==> config.mk <==
export PLATFORM = sky130hd
export DESIGN_NAME = pgseq_top
export DESIGN_NICKNAME = d
export VERILOG_FILES = /design/src/rtl/pgseq_pkg.sv /design/src/rtl/pgseq_sync.sv /design/src/rtl/pgseq_rate_latch.sv /design/src/rtl/pgseq_seq.sv /design/src/rtl/pgseq_top.sv
export SDC_FILE = /design/constraint.sdc
export NUM_CORES = 1
export LEC_CHECK = 0
export ABC_CLOCK_PERIOD_IN_PS = 2250
export BUFFER_PORTS_ARGS = -buffer_cell sky130_fd_sc_hd__buf_2
export CORE_MARGIN = 2
export CORE_UTILIZATION = 50
export CTS_BUF_LIST = sky130_fd_sc_hd__clkbuf_16
export CTS_CLUSTER_SIZE = 28
export DETAILED_ROUTE_END_ITERATION = 8
export HOLD_SLACK_MARGIN = 0.12
export PLACE_DENSITY = 0.78
export SLEW_MARGIN = 20
export SYNTH_ARGS = -nofsm -noshare
export SYNTH_HDL_FRONTEND = slang
export SYNTH_SLANG_ARGS = --single-unit
==> constraint.sdc <==
create_clock -name clk -period 2.25 [get_ports clk]
set_clock_uncertainty 0.2 [all_clocks]
set_input_delay 0.45 -clock clk [delete_from_list [all_inputs] [get_ports clk]]
set_output_delay 0.45 -clock clk [all_outputs]
set_load 0.005 [all_outputs]
==> src/rtl/pgseq_pkg.sv <==
package pgseq_pkg;

  typedef enum logic [2:0] {
    ST_OSC_SETTLE = 3'd0,
    ST_PLL_WAIT   = 3'd1,
    ST_OUT_WAIT   = 3'd2,
    ST_RUN        = 3'd3,
    ST_PARK       = 3'd4,
    ST_PLL_OFF    = 3'd5,
    ST_OFF        = 3'd6
  } seq_state_t;

  typedef enum logic [1:0] {
    CPU_100 = 2'd0,
    CPU_133 = 2'd1,
    CPU_166 = 2'd2,
    CPU_200 = 2'd3
  } cpu_rate_t;

  // select pair {upper, lower} to rate code
  function automatic cpu_rate_t decode_rate(input logic sel_c, input logic sel_b);
    case ({sel_c, sel_b})
      2'b10:   decode_rate = CPU_100;
      2'b00:   decode_rate = CPU_133;
      2'b01:   decode_rate = CPU_166;
      default: decode_rate = CPU_200;
    endcase
  endfunction

endpackage

==> src/rtl/pgseq_sync.sv <==
module pgseq_sync #(
  parameter int unsigned        WIDTH   = 1,
  parameter int unsigned        STAGES  = 2,
  parameter logic [WIDTH-1:0]   RST_VAL = '0
) (
  input  logic             clk,
  input  logic             rst,
  input  logic [WIDTH-1:0] d,
  output logic [WIDTH-1:0] q
);

  logic [WIDTH-1:0] stg [STAGES];

  always_ff @(posedge clk) begin
    if (rst) stg[0] <= RST_VAL;
    else     stg[0] <= d;
  end

  for (genvar i = 1; i < STAGES; i++) begin : g_stage
    always_ff @(posedge clk) begin
      if (rst) stg[i] <= RST_VAL;
      else     stg[i] <= stg[i-1];
    end
  end

  assign q = stg[STAGES-1];

endmodule

==> src/rtl/pgseq_rate_latch.sv <==
module pgseq_rate_latch
  import pgseq_pkg::*;
(
  input  logic       clk,
  input  logic       rst,
  input  logic       pin_s,
  input  logic       sel_c_s,
  input  logic       sel_b_s,
  input  logic       test_s,
  output logic [1:0] rate_q,
  output logic       valid_q
);

  logic      capture;
  cpu_rate_t rate_nxt;

  // low pin is power-good; one shot unless test mode reopens it
  assign capture  = !pin_s && (!valid_q || test_s);
  assign rate_nxt = decode_rate(sel_c_s, sel_b_s);

  always_ff @(posedge clk) begin
    if (rst) begin
      rate_q  <= 2'd0;
      valid_q <= 1'b0;
    end else if (capture) begin
      rate_q  <= rate_nxt;
      valid_q <= 1'b1;
    end
  end

  AST_VALID_STICKY: assert property (@(posedge clk) disable iff (rst)
    valid_q |=> valid_q);

  AST_RATE_FROZEN: assert property (@(posedge clk) disable iff (rst)
    (valid_q && !test_s) |=> $stable(rate_q));

  AST_CAPTURE_ON_LOW: assert property (@(posedge clk) disable iff (rst)
    $rose(valid_q) |-> !$past(pin_s));

endmodule

==> src/rtl/pgseq_seq.sv <==
module pgseq_seq
  import pgseq_pkg::*;
#(
  parameter int unsigned OSC_SETTLE  = 1024,
  parameter int unsigned PARK_CYCLES = 4,
  parameter int unsigned EN_DELAY    = 3
) (
  input  logic clk,
  input  logic rst,
  input  logic pin_s,
  input  logic valid,
  input  logic test_s,
  input  logic lock_s,
  output logic osc_en_q,
  output logic pll_en_q,
  output logic out_en_q
);

  localparam int unsigned MAX_A  = (OSC_SETTLE > PARK_CYCLES) ? OSC_SETTLE : PARK_CYCLES;
  localparam int unsigned MAX_C  = (MAX_A > EN_DELAY) ? MAX_A : EN_DELAY;
  localparam int unsigned CW     = $clog2(MAX_C + 1);
  localparam logic [CW-1:0] SETTLE_LAST = CW'(OSC_SETTLE - 1);
  localparam logic [CW-1:0] PARK_LAST   = CW'(PARK_CYCLES - 1);
  localparam logic [CW-1:0] EN_LAST     = CW'(EN_DELAY - 1);

  seq_state_t    state_q, state_nxt;
  logic [CW-1:0] cnt_q, cnt_nxt;
  logic          pin_d;
  logic          pd_qual;

  // second sample of the request, for two-edge qualification
  always_ff @(posedge clk) begin
    if (rst) pin_d <= 1'b1;
    else     pin_d <= pin_s;
  end

  assign pd_qual = valid && !test_s && pin_s && pin_d;

  always_comb begin
    state_nxt = state_q;
    cnt_nxt   = cnt_q;
    case (state_q)
      ST_OSC_SETTLE: begin
        if (cnt_q == SETTLE_LAST) begin
          state_nxt = ST_PLL_WAIT;
          cnt_nxt   = '0;
        end else begin
          cnt_nxt = cnt_q + 1'b1;
        end
      end
      ST_PLL_WAIT: begin
        if (lock_s) begin
          state_nxt = ST_OUT_WAIT;
          cnt_nxt   = '0;
        end
      end
      ST_OUT_WAIT: begin
        if (valid && lock_s) begin
          if (cnt_q == EN_LAST) begin
            state_nxt = ST_RUN;
            cnt_nxt   = '0;
          end else begin
            cnt_nxt = cnt_q + 1'b1;
          end
        end
      end
      ST_RUN: ;
      ST_PARK: begin
        if (cnt_q == PARK_LAST) begin
          state_nxt = ST_PLL_OFF;
          cnt_nxt   = '0;
        end else begin
          cnt_nxt = cnt_q + 1'b1;
        end
      end
      ST_PLL_OFF: begin
        if (cnt_q == PARK_LAST) begin
          state_nxt = ST_OFF;
          cnt_nxt   = '0;
        end else begin
          cnt_nxt = cnt_q + 1'b1;
        end
      end
      ST_OFF: begin
        if (!pin_s) begin
          state_nxt = ST_OSC_SETTLE;
          cnt_nxt   = '0;
        end
      end
      default: begin
        state_nxt = ST_OSC_SETTLE;
        cnt_nxt   = '0;
      end
    endcase
    // request preempts any active state
    if (pd_qual && (state_q == ST_OSC_SETTLE || state_q == ST_PLL_WAIT ||
                    state_q == ST_OUT_WAIT   || state_q == ST_RUN)) begin
      state_nxt = ST_PARK;
      cnt_nxt   = '0;
    end
  end

  always_ff @(posedge clk) begin
    if (rst) begin
      state_q  <= ST_OSC_SETTLE;
      cnt_q    <= '0;
      osc_en_q <= 1'b1;
      pll_en_q <= 1'b0;
      out_en_q <= 1'b0;
    end else begin
      state_q  <= state_nxt;
      cnt_q    <= cnt_nxt;
      osc_en_q <= (state_nxt != ST_OFF);
      pll_en_q <= (state_nxt == ST_PLL_WAIT) || (state_nxt == ST_OUT_WAIT) ||
                  (state_nxt == ST_RUN)      || (state_nxt == ST_PARK);
      out_en_q <= (state_nxt == ST_RUN);
    end
  end

  AST_PD_TWO_SAMPLES: assert property (@(posedge clk) disable iff (rst)
    $fell(out_en_q) |-> ($past(pin_s) && $past(pin_d) && !$past(test_s)));

  AST_PLL_OFF_AFTER_PARK: assert property (@(posedge clk) disable iff (rst)
    $fell(pll_en_q) |-> (!out_en_q && !$past(out_en_q)));

  AST_OSC_OFF_LAST: assert property (@(posedge clk) disable iff (rst)
    $fell(osc_en_q) |-> (!pll_en_q && !$past(pll_en_q) && !out_en_q));

  AST_OUT_NEEDS_LOCK: assert property (@(posedge clk) disable iff (rst)
    $rose(out_en_q) |-> ($past(lock_s) && $past(valid)));

  AST_PLL_NEEDS_OSC: assert property (@(posedge clk) disable iff (rst)
    $rose(pll_en_q) |-> (osc_en_q && $past(osc_en_q)));

endmodule

==> src/rtl/pgseq_top.sv <==
module pgseq_top
  import pgseq_pkg::*;
#(
  parameter int unsigned SYNC_STAGES = 2,
  parameter int unsigned OSC_SETTLE  = 1024,
  parameter int unsigned PARK_CYCLES = 4,
  parameter int unsigned EN_DELAY    = 3
) (
  input  logic       clk,
  input  logic       rst,
  input  logic       pg_pd_pin,
  input  logic       fsel_c,
  input  logic       fsel_b,
  input  logic       test_entry,
  input  logic       test_pick,
  input  logic       pll_lock,
  output logic [1:0] cpu_rate,
  output logic       rate_valid,
  output logic       osc_en,
  output logic       pll_en,
  output logic       clk_out_en,
  output logic       out_hiz,
  output logic       out_refdiv
);

  localparam int unsigned NSYNC = 6;
  // bit order: pin, sel_c, sel_b, test_entry, test_pick, lock
  localparam logic [NSYNC-1:0] SYNC_RST = 6'b100000;

  logic [NSYNC-1:0] raw_in, syn;
  logic pin_s, sel_c_s, sel_b_s, tsel_s, tpick_s, lock_s;

  assign raw_in = {pg_pd_pin, fsel_c, fsel_b, test_entry, test_pick, pll_lock};

  pgseq_sync #(
    .WIDTH  (NSYNC),
    .STAGES (SYNC_STAGES),
    .RST_VAL(SYNC_RST)
  ) u_sync (
    .clk(clk),
    .rst(rst),
    .d  (raw_in),
    .q  (syn)
  );

  assign {pin_s, sel_c_s, sel_b_s, tsel_s, tpick_s, lock_s} = syn;

  pgseq_rate_latch u_latch (
    .clk    (clk),
    .rst    (rst),
    .pin_s  (pin_s),
    .sel_c_s(sel_c_s),
    .sel_b_s(sel_b_s),
    .test_s (tsel_s),
    .rate_q (cpu_rate),
    .valid_q(rate_valid)
  );

  pgseq_seq #(
    .OSC_SETTLE (OSC_SETTLE),
    .PARK_CYCLES(PARK_CYCLES),
    .EN_DELAY   (EN_DELAY)
  ) u_seq (
    .clk     (clk),
    .rst     (rst),
    .pin_s   (pin_s),
    .valid   (rate_valid),
    .test_s  (tsel_s),
    .lock_s  (lock_s),
    .osc_en_q(osc_en),
    .pll_en_q(pll_en),
    .out_en_q(clk_out_en)
  );

  always_ff @(posedge clk) begin
    if (rst) begin
      out_hiz    <= 1'b0;
      out_refdiv <= 1'b0;
    end else begin
      out_hiz    <= tsel_s & ~tpick_s;
      out_refdiv <= tsel_s &  tpick_s;
    end
  end

  AST_TEST_EXCLUSIVE: assert property (@(posedge clk) disable iff (rst)
    !(out_hiz && out_refdiv));

endmodule

==> impl.org, run 1 <==
** Run status
- Outcome :: completed

** Yosys
- Dominant cell type by area after synthesis :: dfxtp_1
- Sorting the synthesized cells by how often they occur yields 35 x dfxtp_1, 17 x nor2_1, 13 x nor2b_1.
- The mapped netlist covers 1593 um^2.
- Fraction of registers with async set/reset :: 0%
- Synth Net Count :: 185
- Yosys mapped a number of flops with a built-in enable equal to 0.
- Total of flip-flops plus latches after synthesis :: 35
- Gate count after technology mapping :: 173
- Count of warnings emitted by yosys :: 0
- Each instance of the synthesized netlist takes up on average between 9 and 10 um^2.
- After synthesis, the largest area contributor takes up 43.99% of total cell area.
- The netlist uses 50 different library cells.
- Register area share after synthesis :: 43.99%
- In the synthesized netlist the dominant register cell turns out to be dfxtp_1.
- In the post-synthesis netlist, the cell with the most instances is dfxtp_1.
- Leading post-synthesis cells by cell area :: dfxtp_1 44%, nor2b_1 5.1%, nor2_1 4.0%

** Die
- Standard cell core area :: 3053 um^2
- Number of placement rows :: 20
- I/O pins :: 16
- The floorplan step set the die width to 60.44 um.
- Once the floorplan was initialized, standard cells occupied 52.17% of the core.
- Die span in y :: 60.44 um
- The die covers 3653 um^2.

** Global route
- Entering global routing, the biggest net connects 19 pins.
- The initial antenna violation count was 0.
- Wire length of the first global-routing pass :: between 5000 and 6000 um
- GRT Residual Overflow :: 0
- Vias in the first global route :: 1,224
- Global routing consumed, over all layers together, 20.70% of the routing resources.

** Critical path
- STA puts the critical path data required time at roughly 2.3 ns.
- The critical path is of the register to register type.
- STA classifies the critical path startpoint as a register.
- Across all register-to-register paths, the minimum setup slack is 0.13 ns.
- Tracing the worst setup path back leads to its startpoint at u_seq.cnt_q[0].
- In this run the worst setup path terminates at u_seq.pll_en_q.
- Critical Path End Type :: register
- Worst reg2reg path depth :: 6
- Data arrival, critical path :: 2.13 ns
- The startpoint identified for the worst register-to-register timing path is u_seq.cnt_q[0].
- Reg-to-reg endpoint :: u_seq.pll_en_q
- In this run the worst path has a maximum fanout of 7.

** STA
- Setup total negative slack on the finished layout was measured at 0 ns.
- The final critical path takes up 94.15% of the cycle.
- Transition time at the pin with the least slew margin :: 0.5299 ns
- Measured against its own limit, the worst slew margin works out to between 60% and 70%.
- Max Transition Viols Final :: 0
- Count of final setup violators :: 0
- Timing would allow up to approximately 470 MHz.
- Setup repair after global routing left no endpoint under its margin.
- Setup slack on the critical path of the routed design comes to between 0.1 and 0.15 ns.
- Post-layout minimum cycle time :: 2.118 ns
- The hold violation total from the final report came to 0.

** Final layout
- For this run, the number of standard cells in the final layout without fillers is about 240.
- Summing all flip-flop and latch instances after layout gives 700.7 um^2.
- Fraction of final layout cells sized beyond drive strength 1 :: a little under 20%
- Number of diodes :: 0
- Relative to the synthesized area, the layout overhead comes to 19.25%.
- In the final layout, the multi-input gates occupy 852.1 um^2.
- Fill cell total of the finished layout :: 265
- After the last flow step, the layout net total stands at 208.
- Final instance area :: 1899 um^2

** Place
- HPWL reported at the end of detailed placement :: around 2400 um
- Area of placed instances :: 1744 um^2
- At the placement stage, the worst setup path has a slack of 0.07744 ns.
- The congestion estimate from routability-driven global placement came to 0.8785.
- Number of input and output port buffers inserted :: 15
- Total placed cells including tap cells :: about 230

** Drt
- DR vias/cell :: 5.647
- Number of DRC violations after detailed routing :: 0
- Iteration-0 DRC Markers :: between 70 and 80
- Via count :: 1,361
- Post-DR wirelength/cell :: 13.81 um
- Antenna violation net count after detailed routing :: 0
- The first detailed-routing pass ran for 4 iterations.
- Summed over all layers, the routed wires come to 3329 um.

** CTS
- Clock tree from TritonCTS :: built
- CTS H-Tree Depth :: 2
- Cts bufs inserted :: 5
- CTS saw 35 sinks.
- The clock passes through at most 2 buffers.
- Worst-path clk slew :: around 0.06 ns
- Clock latency on the worst-skew pair, taken at its later pin, is 0.28 ns.
- Clock Root Buffer :: clkbuf_16

** Pwr
- For this design the static power due to leakage is 0.7789 nW.
- VDD IR max :: 0.4484 mV
- Power spread over the standard cell area amounts to 761.1 nW/um^2.

** Worst hold path
- Worst hold path class :: input pin to register

** Job
- Max-capacitance violation count :: 0
-- placed cells by master (no fill, tap or decap), types with 5 or more instances in the layout --
cell       synthesis  layout
dfxtp_1           35      35
nor2b_1           13      13
nand3_1            8       8
clkbuf_16          0       5
buf_2              0      15
inv_1              7       7
nor2_1            17      17
a21oi_1            8       7
buf_4              1       6
nand2_1            8       8
xor2_1             5       5
-- report_power, final --
part	switching, mW	internal (mW)	total (mW)
logic	0.0667	0.0545	0.121
clock network	0.258	0.407	0.665
registers	0.0154	0.644	0.659
total	0.340	1.11	1.45
-- through the flow --
step                power, mW  hold WS, ns  util (%)
finish                  1.446       0.1539     62.21
global placement       0.7818       0.1944     57.13
CTS                     1.448       0.1545     61.89
floorplan              0.7469       0.1891         -
detailed placement     0.7904       0.2186     57.13
global route            1.501       0.1548     62.21
-- repair_timing --
action	in CTS	in global routing
gates resized for setup	0	2
hold buffers	0	0
setup endpoints to repair	0	3
setup buffers	0	0
-- kinds of logic after synthesis --
logic type      after synthesis  share of synthesized area, %
mux                           1                        0.6285
flops                        35                         43.99
buf+inv                      12                         3.142
xor+xnor                      5                         2.749
simple gates                 78                         27.89
compound gates               38                         18.46
fa+ha+maj                     4                         3.142
-- registers in the layout, summed over array words and instances (netlist names) --
signal	cells
u_seq.pll_en_q	1
u_seq.osc_en_q	1
u_seq.state_q	3
u_sync.stg	12
u_latch.valid_q	1
out_refdiv	1
out_hiz	1
u_latch.rate_q	2
u_seq.pin_d	1
u_seq.out_en_q	1
u_seq.cnt_q	11
-- layout make-up --
cell class | count | share of cell area [%]
inverter | 7 | 1.383
tap | 44 | 2.899
multi-input combinational | 126 | 44.86
clock inverter | 3 | 1.054
sequential | 35 | 36.89
timing repair buffer | 21 | 6.324
clock buffer | 5 | 6.588
-- worst min path at each step --
stage / cells past startpoint / from / slack (ns) / end
after floorplan: 1 / u_sync.stg[1][1] / 0.19 / out_hiz
after global routing: 2 / pg_pd_pin / 0.15 / u_sync.stg[0][5]
after global placement: 1 / u_sync.stg[0][5] / 0.19 / u_sync.stg[1][5]
final: 2 / pg_pd_pin / 0.15 / u_sync.stg[0][5]
after CTS: 2 / pg_pd_pin / 0.15 / u_sync.stg[0][5]
after detailed placement: 1 / u_sync.stg[0][5] / 0.22 / u_sync.stg[1][5]
-- metal layers --
layer	routed length (um)	vias up	GRT usage (%)	share of wire (%)
met5	0	-	0	0
met4	85	0	12.11	2.6
met3	178	8	6.610	5.3
met2	1636	50	33.39	49
met1	1429	628	24.18	43
li1	-	675	-	-
-- worst max-delay path: stages, from the launching register on --
cell	delay (ns)
dfxtp_1	0.33
ha_1	0.30
nor4b_2	0.32
a311oi_1	0.15
a41o_1	0.26
or3_1	0.31
o211ai_1	0.17
Power figures use the tool's default switching activity.
==> run 2, diff against run 1 <==
Settings changed: CORE_UTILIZATION 50 to 57, PLACE_DENSITY 0.78 to 0.86.
==> impl.org, run 2 (synthesis gave the netlist of run 1 again) <==
** Final layout
- The count of cells in the finished layout, fillers not included, comes to 229.
- From synthesis to final layout, the design area changed by 18.93%.
- Flip-flop count of the largest register, all copies and words added :: 12
- Top library cells by usage in the layout, fill and taps aside :: 35 x dfxtp_1, 17 x nor2_1, 15 x buf_2
- Registers with the most flip-flops :: u_sync.stg (12), u_seq.cnt_q (11), u_seq.state_q (3)
- Most flop-heavy register :: u_sync.stg
- The post-route netlist has 20.20% of its cells at a drive strength greater than 1.
- After routing the design area is 1894 um^2.
- Number of diodes :: 0
- Commonest non-fill, non-tap cell in the layout :: dfxtp_1
- The final layout contains about 210 nets.

** Critical path
- In this run the worst path has a maximum fanout of 13.
- Critical path start-end classification :: register to register
- For this design, the slowest cell found on the critical path is or4b_1.
- At the worst endpoint, the required time is 2.28 ns.
- Across all register-to-register paths, the minimum setup slack is ~0.1 ns.
- Data arrival, critical path :: 2.18 ns
- The number of buffers and inverters on the critical path is 0.
- In this design, the stage delay of the slowest critical-path cell is 0.45 ns.
- Worst reg2reg path depth :: 5
- Family with the most delay on the worst path :: simple AND/OR/NAND/NOR gates
- The worst setup path is launched from a register.
- The endpoint identified for the worst register-to-register timing path is u_seq.cnt_q[6].
- The worst setup path is captured at a register.
- Cell breakdown of the critical path :: or3b_4 > a32o_2 > a31oi_4 > or4b_1 > nand3_1
- The startpoint identified for the worst register-to-register timing path is u_seq.state_q[2].

** Pwr
- VDD sags by at most 0.9534 mV.
- Of the total power, the clock network draws 46.6%.
- Sequential share of power :: 45.0%
- In this run the static leakage power is approximately 0.78 nW.
- Fraction of power spent switching nets :: 24.14%
- Part of the total power dissipated in combinational logic :: around 8.4%
- Overall power consumption after layout is estimated at around 1.5 mW.
- The internal portion of the total power is approximately 1.1 mW.
- Dividing total power by cell area gives a power density of 772.9 nW/um^2.
- Power dissipated by switching net loads :: 353.4 uW

** STA
- Count of final setup violators :: 0
- The worst path meets setup with around 0.098 ns of slack.
- The worst path needs 2.152 ns of the cycle, external delays included.
- Static timing analysis puts the maximum clock frequency at 464.8 MHz.
- Period utilization :: 95.63%
- Number of endpoints with negative hold slack in the final report :: 0
- Headroom to the max-slew limit came out at 63.92%.
- Max Transition Viols Final :: 0
- For the pin with the worst max-slew slack, the measured transition is 0.5367 ns.

** Die
- Number of placement rows :: 19
- Measured along the y axis, the die boundary spans roughly 57 um.
- The die covers roughly 3200 um^2.
- I/O pins :: 16
- Die width :: 56.86 um
- The initial utilization of the core area, before any placement, comes to 58.77%.
- Standard cell core area :: 2710 um^2

** CTS
- After clock tree synthesis, the clock-pin slew on the worst setup and hold paths is 0.06 ns.
- The clock reaches the later pin of the worst-skew pair after 0.28 ns.
- Hold repair after CTS inserted 0 buffers.
- In this run the clock root is driven by a clkbuf_16.
- Cts bufs inserted :: 5
- Clock tree synthesis found a total of 35 sinks.
- CTS H-Tree Depth :: 2
- In this run the deepest clock path goes through 2 buffers.
- Clock tree from TritonCTS :: built

** Global route
- GRT Residual Overflow :: 0
- The number of global-route vias before repair came to 1,321.
- Entering global routing, the biggest net connects 19 pins.
- Wire length of the first global-routing pass :: 6009 um
- For this run, the total global-route usage over all layers was measured as 24.69%.
- The initial antenna violation count is 0.

** Place
- Routability congestion estimate :: 0.7999
- The placed instances occupy a cell area of 1735 um^2.
- The wire-length estimate of the detail-placed layout is 2419 um.
- Total placed cells including tap cells :: 221
- Input and output buffers added on the ports amount to 15.
- Worst setup timing slack at the placement stage :: ~0.13 ns

** Worst hold path
- Worst hold path class :: input pin to register
- For hold timing, the worst endpoint is u_sync.stg[0][5].
- Along the worst hold path, the cell count comes to 2.
- Launch point of the worst hold path :: pg_pd_pin

** Drt
- Via count :: 1,405
- Sum of met3 wire segment lengths after detailed routing :: 247 um
- DR vias/cell :: just over 6
- Number of DRC violations after detailed routing :: 0
- Once detail routing completed, the nets flagged for antenna violations numbered 0.
- The detailed router put a total of 1454 um of wire on met1.
- Post-DR wirelength/cell :: 15.66 um
- Number of detailed-route iterations in the first pass :: 5
- Total met2 wirelength after detailed routing :: 1774 um
- Topmost layer with routed signal wires :: met4
- Iteration-0 DRC Markers :: a little over 90
- DRT Wirelength :: 3586 um

** Job
- Max-cap violations in this run came to 0.

** Run status
- The flow ran to the end, and the final reports show no timing, DRC or antenna violations.
run 2: cell count changes in the layout (fill, tap and decap cells not counted):
cell and delta:
inv_6 +1, clkinv_2 -1, buf_4 +1
run 2: how the worst max path moves through the flow:
stage / start / to / slack (ns) / cells after the start
after floorplan: u_seq.state_q[1] / u_seq.cnt_q[6] / 0.22 / 6
after global placement: u_seq.cnt_q[0] / u_seq.pll_en_q / 0.18 / 6
after detailed placement: u_seq.cnt_q[1] / u_seq.pll_en_q / 0.13 / 6
after CTS: u_seq.cnt_q[1] / u_seq.pll_en_q / 0.09 / 6
after global routing: u_seq.cnt_q[1] / u_seq.pll_en_q / -0.02 / 7
final: u_seq.state_q[2] / u_seq.cnt_q[6] / 0.1 / 5
run 2: power by group through the flow:
stage	clock network [mW]	logic [mW]	registers (mW)
2_1_floorplan	0	0.0753	0.672
3_3_place_gp	0	0.111	0.670
3_5_place_dp	0	0.118	0.672
4_1_cts	0.687	0.120	0.659
5_1_grt	0.710	0.134	0.662
6_report	0.682	0.122	0.660
run 2: area by class of cell:
type | instances | area, um^2
clock buffers | 5 | 125.1
clock inverters | 3 | 23.77
fillers | 197 | 815.8
inverters | 7 | 26.28
multi-input cells | 126 | 852.1
flip-flops and latches | 35 | 700.7
well taps | 31 | 38.79
repair buffers | 22 | 127.6
run 2: through the flow:
stage | util [%] | setup TNS (ns) | hold slack [ns]
final | 69.90 | 0 | 0.1457
after global routing | 69.90 | -0.01544 | 0.1422
after CTS | 69.53 | 0 | 0.1457
after detailed placement | 64.04 | 0 | 0.2008
after global placement | 64.04 | 0 | 0.1952
after floorplan | - | 0 | 0.1891
run 2: metal layers:
layer  vias to the layer above  GRT usage [%]
met4                         0          14.29
met5                         -              0
met2                        70          41.20
met1                       645          26.84
met3                        14          8.756
li1                        676              -
run 2: timing repair:
action	4_1_cts	5_1_grt
endpoints found under the setup margin	0	4
buffers inserted	0	0
resized for setup	0	2
==> run 3, diff against run 2 <==
Settings changed: PLACE_DENSITY 0.86 to not set, PLACE_DENSITY_LB_ADDON set to 0.08, SETUP_SLACK_MARGIN set to 0.05, SLEW_MARGIN 20 to not set.
==> impl.org, run 3 (synthesis gave the netlist of run 1 again) <==
** Global route
- Largest net degree at the start of global routing :: 19
- Antenna violations before repair :: 0
- GRT Residual Overflow :: 0
- Global routing used 22.31% of the available tracks.
- The number of global-route vias before repair is 1,243.
- The first global-routing pass estimated 5354 um of wire.

** STA
- Worst-case setup margin in the final layout :: 0.1273 ns
- Highest clock frequency the design can meet :: 471.1 MHz
- Period utilization :: 94.34%
- At the pin with the least slew margin, the transition time is 0.4841 ns.
- Max Transition Viols Final :: 0
- The hold violation total from the final report was 0.
- Sum of negative setup slack :: 0 ns
- For the finished layout, the period the worst path requires is between 2 and 2.5 ns.
- Count of final setup violators :: 0
- Max transition margin :: 67.46%
- Setup repair after global routing left no endpoint under its margin.

** Final layout
- Of the cells placed in the final design, the portion with a size suffix greater than 1 is between 20% and 30%.
- Flip-flop count of the largest register, all copies and words added :: 12
- Top library cells by usage in the layout, fill and taps aside :: 33 x dfxtp_1, 17 x nor2_1, 15 x buf_2
- Relative to the synthesized area, the layout overhead comes to 19.09%.
- Most flop-heavy register :: u_sync.stg
- The final layout contains 210 nets.
- The library cell used most frequently in the layout, excluding fill and tap cells, is dfxtp_1.
- 0 antenna diodes ended up in the layout.
- In the final layout, the registers with the most flip-flops are u_sync.stg (12), u_seq.cnt_q (11), u_seq.state_q (3).
- Final instance area :: 1897 um^2

** Drt
- The count of nets left with antenna violations once routing finished came out at 0.
- Iteration-0 DRC Markers :: 33
- Number of detailed-route iterations in the first pass :: 4
- Detailed routing inserted a total of 1,355 vias.
- The final layout contains routed wiring with a total length of 3370 um.
- Post-DR wirelength/cell :: ~15 um
- In the routed layout, each cell is associated on average with a via count of 5.891.
- Number of DRC violations after detailed routing :: 0

** Die
- Number of placement rows :: 19
- For this configuration, the core starts out at a cell density of 58.77%.
- From bottom edge to top edge, the die measures 56.86 um.
- Area of the die :: 3233 um^2
- 16 I/O pins were placed.
- Die width :: 56.86 um
- Standard cell core area :: 2710 um^2

** Pwr
- In this run the static leakage power is 0.7946 nW.
- IR analysis of the VDD net gives a maximum drop of a little under 0.8 mV.
- Power consumption :: 1.433 mW
- For this design the ratio of total power to cell area is 755.3 nW/um^2.

** CTS
- Post-CTS setup-driven buffer insertion count :: 0
- The clock passes through at most 2 buffers.
- At the later pin of the worst-skew pair, clock insertion delay measures 0.28 ns.
- After clock tree synthesis, the clock-pin slew on the worst setup and hold paths is 0.05 ns.
- Number of clock sinks seen by CTS :: 35
- The tree is rooted in a clkbuf_16.
- TritonCTS built the clock tree.
- Clock tree synthesis inserted a total of 5 buffers.
- CTS H-Tree Depth :: 2
- After clock tree synthesis, the flow added hold-fix buffers numbering 0.

** Worst hold path
- Launch point of the worst hold path :: pg_pd_pin
- Min-Delay Endpoint :: u_sync.stg[0][5]
- In this run the worst hold path is classified as input pin to register.
- Hold Crit Depth :: 2

** Critical path
- Data on the critical path arrives at its endpoint at 2.14 ns.
- Worst reg-to-reg setup slack :: 0.13 ns
- Worst reg2reg path depth :: 5
- Reg-to-reg endpoint :: u_seq.cnt_q[6]
- Critical Path End Type :: register
- Required time of the worst setup path :: about 2.3 ns
- By startpoint and endpoint, the worst setup path is classified as register to register.
- The worst setup path is launched from a register.
- Origin of the critical flop-to-flop path :: u_seq.state_q[2]
- Maximum net fanout on the critical path :: 13

** Place
- Routability congestion estimate :: 0.8464
- Worst setup timing slack at the placement stage :: roughly 0.11 ns
- HPWL reported at the end of detailed placement :: 2419 um
- In this run the tool buffered the top-level ports with 15 buffer cells.
- The placed instances occupy a cell area of between 1500 and 2000 um^2.

** Run status
- The flow ran to the end, and the final reports show no timing, DRC or antenna violations.

** Job
- Across the run, the number of max-cap violations was 0.
==> run 3: cell count changes in the layout (fill, tap and decap cells not counted), sizes merged <==
cell      delta
buf          +1
clkinvlp     -1
clkinv       +1
==> run 3: worst max path at each step <==
stage | from | end | cells past startpoint
finish | u_seq.state_q[2] | u_seq.cnt_q[6] | 5
global placement | u_seq.state_q[2] | u_seq.cnt_q[6] | 5
global route | u_seq.cnt_q[1] | u_seq.pll_en_q | 6
floorplan | u_seq.state_q[1] | u_seq.cnt_q[6] | 6
CTS | u_seq.state_q[2] | u_seq.cnt_q[6] | 5
detailed placement | u_seq.state_q[2] | u_seq.cnt_q[6] | 5
==> run 3: metrics by stage <==
step	util (%)	cells	hold WS (ns)
CTS	69.53	230	0.1459
global placement	64.31	222	0.1971
detailed placement	64.31	222	0.2062
finish	69.99	230	0.1487
global route	69.99	230	0.1458
floorplan	-	173	0.1891
==> run 3: power by group <==
group	switching, mW	internal (mW)	leakage, nW	total [mW]
clock network	0.250	0.403	0.0710	0.653
registers	0.0158	0.644	0.287	0.660
logic	0.0644	0.0553	0.437	0.120
==> run 3: metal layers <==
metal	global-route usage (%)	up-vias	wire length, um
li1	-	679	-
met1	25.43	635	1439
met2	36.05	30	1689
met3	4.839	11	139
met4	16.94	0	102
met5	0	-	0
==> run 3: layout make-up <==
class                   instances  area [um^2]
flip-flops and latches         35        703.2
well taps                      31        38.79
clock inverters                 3        16.27
clock buffers                   5        125.1
multi-input cells             126        852.1
fillers                       222        813.3
inverters                       7        26.28
repair buffers                 23        135.1
==> run 3: what timing repair did <==
item	in CTS	in global routing
setup endpoints to repair	0	5
resized for setup	0	4
endpoints found under the hold margin	0	0
==> run 3: worst max-delay path, cell delays in order (launching register included) <==
cell     delay, ns
dfxtp_2       0.38
or3b_4        0.40
a32o_2        0.28
a31oi_4       0.21
or4b_1        0.47
nand3_1       0.11
